$ cat src/rtl/uart_stats_pkg.sv
package uart_stats_pkg;
  localparam int FMT_LEN_W = 4;
  localparam int NUM_CNT   = 4;
  localparam int IDX_PAR   = 0;
  localparam int IDX_FRM   = 1;
  localparam int IDX_NSE   = 2;
  localparam int IDX_BRK   = 3;

  // Character length in bit periods: start + data + optional parity + stop(s)
  function automatic logic [FMT_LEN_W-1:0] frame_bits(
    input logic [FMT_LEN_W-1:0] data_bits,
    input logic                 parity,
    input logic                 two_stop);
    return data_bits + FMT_LEN_W'(2) + FMT_LEN_W'(parity) + FMT_LEN_W'(two_stop);
  endfunction
endpackage

$ cat src/rtl/uart_stat_counter.sv
module uart_stat_counter #(
  parameter int CNT_W = 16
) (
  input  logic             clk,
  input  logic             rst,
  input  logic             inc,
  input  logic             wr,
  input  logic [CNT_W-1:0] wdata,
  output logic [CNT_W-1:0] q
);
  always_ff @(posedge clk) begin
    if (rst)      q <= '0;
    else if (wr)  q <= wdata;       // software load has priority
    else if (inc) q <= q + CNT_W'(1);
  end
endmodule

$ cat src/rtl/uart_break_meter.sv
module uart_break_meter #(
  parameter int LEN_W = 4,
  parameter int CNT_W = 16
) (
  input  logic             clk,
  input  logic             rst,
  input  logic             tick,
  input  logic             line,
  input  logic [LEN_W-1:0] char_len,
  output logic             start_now,
  output logic             in_break,
  output logic             brk_pulse,
  output logic [CNT_W-1:0] brk_len
);
  localparam logic [CNT_W-1:0] CHAR_MAX = '1;

  logic [LEN_W-1:0] bit_ph;
  logic [CNT_W-1:0] chars;
  logic             roll;

  assign roll      = (bit_ph == char_len - LEN_W'(1));
  assign start_now = tick & ~line & roll & (chars == '0);

  always_ff @(posedge clk) begin
    if (rst) begin
      bit_ph    <= '0;
      chars     <= '0;
      in_break  <= 1'b0;
      brk_pulse <= 1'b0;
      brk_len   <= '0;
    end else begin
      brk_pulse <= 1'b0;
      if (tick) begin
        if (!line) begin
          if (roll) begin
            bit_ph <= '0;
            if (chars != CHAR_MAX) chars <= chars + CNT_W'(1);
            if (chars == '0) begin
              in_break  <= 1'b1;
              brk_pulse <= 1'b1;
            end
          end else begin
            bit_ph <= bit_ph + LEN_W'(1);
          end
        end else begin
          if (in_break) brk_len <= chars;
          bit_ph   <= '0;
          chars    <= '0;
          in_break <= 1'b0;
        end
      end
    end
  end
endmodule

$ cat src/rtl/uart_rx_stats.sv
module uart_rx_stats
  import uart_stats_pkg::*;
#(
  parameter int CNT_W = 16
) (
  input  logic                 clk,
  input  logic                 rst,
  input  logic                 bit_tick,
  input  logic                 rxd_level,
  input  logic [FMT_LEN_W-1:0] fmt_data_bits,
  input  logic                 fmt_parity,
  input  logic                 fmt_two_stop,
  input  logic                 stb_parity,
  input  logic                 stb_framing,
  input  logic                 stb_noise,
  input  logic                 wr_parity,
  input  logic                 wr_framing,
  input  logic                 wr_noise,
  input  logic                 wr_break,
  input  logic [CNT_W-1:0]     wr_value,
  output logic [CNT_W-1:0]     par_cnt,
  output logic [CNT_W-1:0]     frm_cnt,
  output logic [CNT_W-1:0]     nse_cnt,
  output logic [CNT_W-1:0]     brk_cnt,
  output logic [CNT_W-1:0]     brk_len
);
  logic [FMT_LEN_W-1:0] char_len;
  logic                 start_now, in_break, brk_pulse, brk_active;
  logic [NUM_CNT-1:0]   inc_v, wr_v;
  logic [CNT_W-1:0]     cnt_q [NUM_CNT];

  assign char_len   = frame_bits(fmt_data_bits, fmt_parity, fmt_two_stop);
  assign brk_active = in_break | start_now;

  uart_break_meter #(.LEN_W(FMT_LEN_W), .CNT_W(CNT_W)) u_meter (
    .clk       (clk),
    .rst       (rst),
    .tick      (bit_tick),
    .line      (rxd_level),
    .char_len  (char_len),
    .start_now (start_now),
    .in_break  (in_break),
    .brk_pulse (brk_pulse),
    .brk_len   (brk_len)
  );

  assign inc_v[IDX_PAR] = stb_parity;
  assign inc_v[IDX_FRM] = stb_framing & ~brk_active;
  assign inc_v[IDX_NSE] = stb_noise;
  assign inc_v[IDX_BRK] = brk_pulse;
  assign wr_v[IDX_PAR]  = wr_parity;
  assign wr_v[IDX_FRM]  = wr_framing;
  assign wr_v[IDX_NSE]  = wr_noise;
  assign wr_v[IDX_BRK]  = wr_break;

  for (genvar g = 0; g < NUM_CNT; g++) begin : g_cnt
    uart_stat_counter #(.CNT_W(CNT_W)) u_cnt (
      .clk   (clk),
      .rst   (rst),
      .inc   (inc_v[g]),
      .wr    (wr_v[g]),
      .wdata (wr_value),
      .q     (cnt_q[g])
    );
  end

  assign par_cnt = cnt_q[IDX_PAR];
  assign frm_cnt = cnt_q[IDX_FRM];
  assign nse_cnt = cnt_q[IDX_NSE];
  assign brk_cnt = cnt_q[IDX_BRK];
endmodule

$ cat config.mk
export PLATFORM = sky130hd
export DESIGN_NAME = uart_rx_stats
export DESIGN_NICKNAME = d
export VERILOG_FILES = /design/src/rtl/uart_stats_pkg.sv /design/src/rtl/uart_stat_counter.sv /design/src/rtl/uart_break_meter.sv /design/src/rtl/uart_rx_stats.sv
export SDC_FILE = /design/constraint.sdc
export NUM_CORES = 1
export LEC_CHECK = 0
export ABC_AREA = 1
export CAP_MARGIN = 20
export CELL_PAD_IN_SITES_DETAIL_PLACEMENT = 0
export CELL_PAD_IN_SITES_GLOBAL_PLACEMENT = 1
export CORE_ASPECT_RATIO = 0.7
export CORE_MARGIN = 10
export CORE_UTILIZATION = 40
export DETAILED_ROUTE_END_ITERATION = 7
export PLACE_DENSITY_LB_ADDON = 0.25
export SLEW_MARGIN = 30
export SYNTH_ARGS = -nofsm -noshare
export SYNTH_HDL_FRONTEND = slang
export SYNTH_SLANG_ARGS = --single-unit
$ cat constraint.sdc
create_clock -name clk -period 6 [get_ports clk]
set_input_delay 0.6 -clock clk [delete_from_list [all_inputs] [get_ports clk]]
set_output_delay 0.6 -clock clk [all_outputs]
set_load 0.1 [all_outputs]
### Word-level counts from Yosys, hierarchy flattened

Index checks and enable logic that the tools add are counted.

* add/sub/neg operators: 10
* equal/unequal tests: 2
* muxes and demuxes: 17
* bitwise logic cells: 9
* reduce and logical (&&, ||, !) cells: 12

Operators by type and width (number)
* 2-to-1 mux 16 bit: 11
* adder 16 x 1 -> 16 bit, second input constant: 5
* zero test 16 bit: 1
* != test 16 bit, second input constant: 1
* nonzero test 2 bit: 7
* AND reduction 3 bit: 3
* adder 4 x 1 -> 4 bit: 2
* 2-to-1 mux 4 bit: 2
* adder 4 x 1 -> 4 bit, second input constant: 1
* adder 4 x 2 -> 4 bit, second input constant: 1
* AND 1 bit: 4
* == test 4 bit: 1
* 2-to-1 mux 1 bit: 4
* NOT 1 bit: 4
* OR reduction 4 bit: 1
* subtractor 4 x 1 -> 4 bit, second input constant: 1
* OR 1 bit: 1

* bits in registers: 102
* input port bits: 33
* output and inout port bits: 80
* logic and storage cells: 59

### Longest topological paths before layout

* word-level depth: 12
* gate-level depth with buffers: 18
* depth with buffers taken out: 17

### Hierarchy

A second synthesis with hierarchy kept.

* cells, all modules: 923
* area, all modules: 6289.8 um^2

Modules (own cells, without submodules)
* uart_stat_counter: instances 4, cells each 148, area an instance 1011.0 um^2
* uart_break_meter: instances 1, cells each 315, area an instance 2148.3 um^2
* uart_rx_stats: instances 1, cells each 16, area an instance 97.6 um^2

### Least setup slack after synthesis

Ideal clock, no wire load.

* kind: input-to-reg
* from: input port fmt_data_bits[0]
* to: register u_meter.chars[8]
* arrival time: 2.522 ns
* required time: 5.931 ns
* path slack: 3.409 ns
* stages on the path: 15
* cell sequence: inv_1 ha_1 inv_1 ha_1 fa_1 xnor2_1 nand2_1 nor2_2 nand2_2 nand2_2 nand3_4 inv_4 buf_8 nand2_1 a21oi_2

* longest elaborated chain between the ends: 7

RTL lines
* start: declaration: RTL line uart_rx_stats.sv:10 `input logic [FMT_LEN_W-1:0] fmt_data_bits,`
* adder 4 x 2 -> 4 bit: RTL line uart_stats_pkg.sv:14 `return data_bits + FMT_LEN_W'(2) + FMT_LEN_W'(parity) + FMT_LEN_W'(two_stop);`
* adder 4 x 1 -> 4 bit (2 in a row): RTL line uart_stats_pkg.sv:14
* subtractor 4 x 1 -> 4 bit: RTL line uart_break_meter.sv:21 `assign roll = (bit_ph == char_len - LEN_W'(1));`
* == test 4 bit: RTL line uart_break_meter.sv:21
* nonzero test 2 bit (no line)
* AND reduction 3 bit (no line)
* end signal: assignment: RTL line uart_break_meter.sv:37 `if (chars != CHAR_MAX) chars <= chars + CNT_W'(1);`
* end: declaration: RTL line uart_break_meter.sv:18 `logic [CNT_W-1:0] chars;`

Every way passes these cells.
A chain may end at the register's enable or synchronous reset.

### Worst setup path after layout

* from: input port fmt_two_stop
* to: register g_cnt[1].u_cnt.q[8]

* longest elaborated chain between the ends: 9

RTL lines
* start: declaration: RTL line uart_rx_stats.sv:12 `input logic fmt_two_stop,`
* adder 4 x 1 -> 4 bit: RTL line uart_stats_pkg.sv:14
* subtractor 4 x 1 -> 4 bit: RTL line uart_break_meter.sv:21
* == test 4 bit: RTL line uart_break_meter.sv:21
* AND 1 bit (2 in a row): RTL line uart_break_meter.sv:22 `assign start_now = tick & ~line & roll & (chars == '0);`
* OR 1 bit: RTL line uart_rx_stats.sv:33 `assign brk_active = in_break | start_now;`
* NOT 1 bit: RTL line uart_rx_stats.sv:48 `assign inc_v[IDX_FRM] = stb_framing & ~brk_active;`
* AND 1 bit: RTL line uart_rx_stats.sv:48
* nonzero test 2 bit (no line)
* end signal: assignment: RTL line uart_stat_counter.sv:13 `else if (wr) q <= wdata;`
* end signal: assignment: RTL line uart_stat_counter.sv:14 `else if (inc) q <= q + CNT_W'(1);`
* end: declaration: RTL line uart_stat_counter.sv:9 `output logic [CNT_W-1:0] q`

Every way passes these cells.

==> out/summary.txt <==
Sequential cell fraction of total power: 41.7%
Worst Clk Skew: 0.007506 ns
Pin count of the biggest net entering global routing: 73
Setup CP Type: in2reg
Per-instance average area after synthesis: 6.686 sq um
Share of synthesized cell area in and, or, nand and nor gates: 32.66%
Syn nets: 935
Relative slew slack: 31.89%
Area taken by multi-input logic gates: 3435 sq um
Fraction of post-synthesis cell area in the top cell type by area: 34.28%
Most common library cell in the layout ignoring fill and taps: nand2_1
Sum of negative setup slack: 0 ns
Hold WC Path Type: reg2reg
Number of global-route vias before repair: 5,549
Count of pins over their slew limit: 0
Least-Margin Pin Slew: 1.018 ns
Combinational share of power: 23.8%
Critical Path Fanout Max: 17
Yosys reg bits: 102
Unrepaired setup endpoints after global routing: false
Post-route ant nets: 0
Clock buffer count from CTS: 9
Leak: 2.761 nW
Detailed Routing Iterations Pass 1: 5
Diode insertion count for antenna repair: 0
Total DRC errors in the routed layout: 0
Routed wire length per instance: 16.39 um
Cell chosen for the clock root: clkbuf_16
Area grow syn2layout: 25.52%
Sink of the worst hold path: u_meter.brk_len[4]
Layout cells sized above 1: 5.045%
Element type at the critical path end: flop
Initial antenna violation count: 0
Core area: 14,630 sq um
Least setup slack across all paths after layout: 2.955 ns
Starting Density: 40.72%
Worst flop-to-flop path endpoint: u_meter.chars[12]
FF-to-FF setup slack: 4.02 ns
Cell area power density: 239.6 nW/um^2
Final Hold Viols: 0
Required @ worst endpoint: 6.19 ns
Clk Latency, worst-skew pair: 0.35 ns
Vias post-DR: 6,032
Ys Warns: 0
Setup violations, final: 0
Post-route clock period utilization: 50.74%
Port-buffer cells: 112
Nets: 1,030
Area of the die: 20,250 sq um
Register cell area after layout: 2042 sq um
Synth Area in Adders: 2.436%
Mapped Cells: 891
Clk network pwr share: 34.5%
GR Util All Layers: 18.60%
FF-to-FF Start: u_meter.chars[1]
Half-perimeter wire length of the detailed placement result: 14,180 um
Hold Buf Count CTS: 0
Placement Cell Area: 7166 sq um
Sequential-to-total area share from yosys stat: 34.28%
Number of fill cells in the layout: 1,543
Number of cells on the worst hold path: 2
Max capacitance violation total: 0
Worst-case setup slack after placement: 2.625 ns
Post-synthesis share of cell area spent on xor and xnor gates: 7.204%
Width of the die: 165.9 um
Kind of launch point of the worst setup path: input port
Combinational family with the most area after synthesis: simple AND/OR/NAND/NOR gates
Result of the run: finished, final reports clean
Compound-Gate Fraction of Synth Area: 15.35%
Multiplexer share of the synthesized area: 0%
Clock tree from TritonCTS: done
Worst-case reg-to-reg path depth: 10
GP Congestion: 0.8641
Critical path arrival: 3.24 ns
Clk slew on worst S/H paths: 0.07 ns
Number of vias per cell: 5.086
Die Y: 122.1 um
Clk sink count: 102
Aggregate routed wire length: 19,430 um
Ranking of synthesized cells by area: dfxtp_1 (34%), nand2_1 (16%), a21oi_1 (6.7%)
Post-cts sizing count: 0
Switching Fraction: 35.08%
Peak Freq: 328.5 MHz
Boundary Pins: 113
Total net switching power: 628.5 uW
Row cnt: 37
Final global-route overflow total: 0
# H-tree levels: 3
Unique masters post-synth: 43
Number of post-CTS setup repair buffers: 0
Origin of the worst min-delay path: u_meter.brk_len[4]
Most area-hungry cell type in the Yosys netlist: dfxtp_1
Commonest non-fill, non-tap cells in the layout: nand2_1 (249), clkdlybuf4s50_1 (111), dfxtp_1 (102), nor2_1 (84), a21oi_1 (80)
Post-synthesis cell area: 5957 sq um
Initial detailed-routing violation count: 520
Time the worst path needs with I/O delays and setup: 3.045 ns
Maximum count of clock buffers along a single path: 2
Global-route wire length before repair: 30,950 um
Area of all placed cells without fillers: 7477 sq um
Worst-case vdd ir drop: 0.1484 mV
Int Pwr: 1.163 mW
[metal layers]
layer  GRT usage, %  routed length (um)  up-vias
li1               -                   -     3106
met4          4.139                 159        0
met2          24.98                7385      172
met1          28.70               10560     2741
met3          4.279                1326       13
met5              0                   0        -
[power groups by stage]
stage	combinational [mW]	sequential [mW]	clock, mW
finish	0.427	0.747	0.618
global route	0.454	0.752	0.653
CTS	0.429	0.746	0.633
detailed placement	0.427	0.762	0
global placement	0.426	0.763	0
floorplan	0.122	0.945	0
[worst max-delay path, stage by stage]
cell and delay, ns:
clkdlybuf4s50_1 0.46, inv_1 0.04, ha_1 0.26, inv_1 0.04, ha_1 0.19, fa_1 0.50, xnor2_1 0.12, nand2_1 0.08
nor2_2 0.18, nand4_2 0.15, nand2_4 0.22, nand2_4 0.18, nand2_1 0.13, a21oi_1 0.08
[synth_stat cells]
| cell | count |
|---|---|
| a22o_1 | 1 |
| a21oi_2 | 8 |
| nand2_2 | 5 |
| and2_1 | 1 |
| xor2_1 | 28 |
| a21boi_0 | 2 |
| or2_2 | 1 |
| a22oi_1 | 11 |
| o31ai_1 | 1 |
| inv_1 | 76 |
| nor4_1 | 2 |
| dlygate4sd3_1 | 1 |
| nor3_1 | 15 |
| nor3_2 | 3 |
| a211oi_1 | 1 |
| inv_2 | 3 |
| nand3b_1 | 1 |
| xnor2_1 | 21 |
| a31oi_1 | 10 |
| ha_1 | 10 |
| buf_4 | 1 |
| fa_1 | 1 |
| buf_8 | 2 |
| nand2_4 | 2 |
| nor2_4 | 1 |
| a21oi_1 | 80 |
| nand2_1 | 249 |
| clkbuf_1 | 20 |
| nand3_1 | 75 |
| nor2_1 | 84 |
| o221ai_1 | 2 |
| o21bai_1 | 3 |
| nor2_2 | 4 |
| dfxtp_1 | 102 |
| o21ai_0 | 44 |
| nand4_2 | 2 |
| buf_2 | 2 |
| nand4_1 | 8 |
| inv_4 | 1 |
| buf_1 | 2 |
| clkinv_1 | 1 |
| buf_6 | 3 |
| nand3_4 | 1 |
[layout make-up]
type                       count  share of cell area (%)
multi-input combinational    677                   45.93
sequential                   102                   27.31
timing repair buffer         115                   15.23
inverter                      81                   4.100
clock buffer                  12                   3.430
tap                          195                   3.263
clock inverter                 4                  0.7363
[state kept, by name (all words and copies together), names as in the netlist]
signal	cells
u_meter.brk_len	16
u_meter.chars	16
g_cnt.u_cnt.q	64
u_meter.brk_pulse	1
u_meter.bit_ph	4
u_meter.in_break	1
[worst max-delay path by stage]
stage | start | depth (start not counted) | endpoint | slack [ns]
final | fmt_two_stop | 14 | g_cnt[1].u_cnt.q[8] | 2.96
after CTS | fmt_two_stop | 15 | u_meter.chars[12] | 2.97
after floorplan | fmt_data_bits[0] | 15 | u_meter.chars[8] | 3.41
after detailed placement | fmt_two_stop | 14 | g_cnt[1].u_cnt.q[2] | 2.62
after global placement | fmt_data_bits[0] | 14 | g_cnt[1].u_cnt.q[11] | 2.66
after global routing | fmt_two_stop | 15 | u_meter.chars[4] | 2.81
[stage by stage]
| stage | hold slack (ns) | power [mW] | std cells | util (%) |
|---|---|---|---|---|
| after global placement | 0.4521 | 1.189 | 1170 | 48.98 |
| after detailed placement | 0.4545 | 1.189 | 1170 | 48.98 |
| after global routing | 0.4908 | 1.858 | 1186 | 51.11 |
| after CTS | 0.4666 | 1.808 | 1186 | 51.11 |
| after floorplan | 0.4827 | 1.067 | 891 | - |
| final | 0.4635 | 1.792 | 1186 | 51.11 |
[logic make-up after synthesis]
logic type	after synthesis
XOR/XNOR	49
adder cells (fa/ha/maj)	11
buffers and inverters	112
flip-flops	102
AND/OR/NAND/NOR	454
AO/OA/AOI/OAI	163
Power figures use the tool's default switching activity.
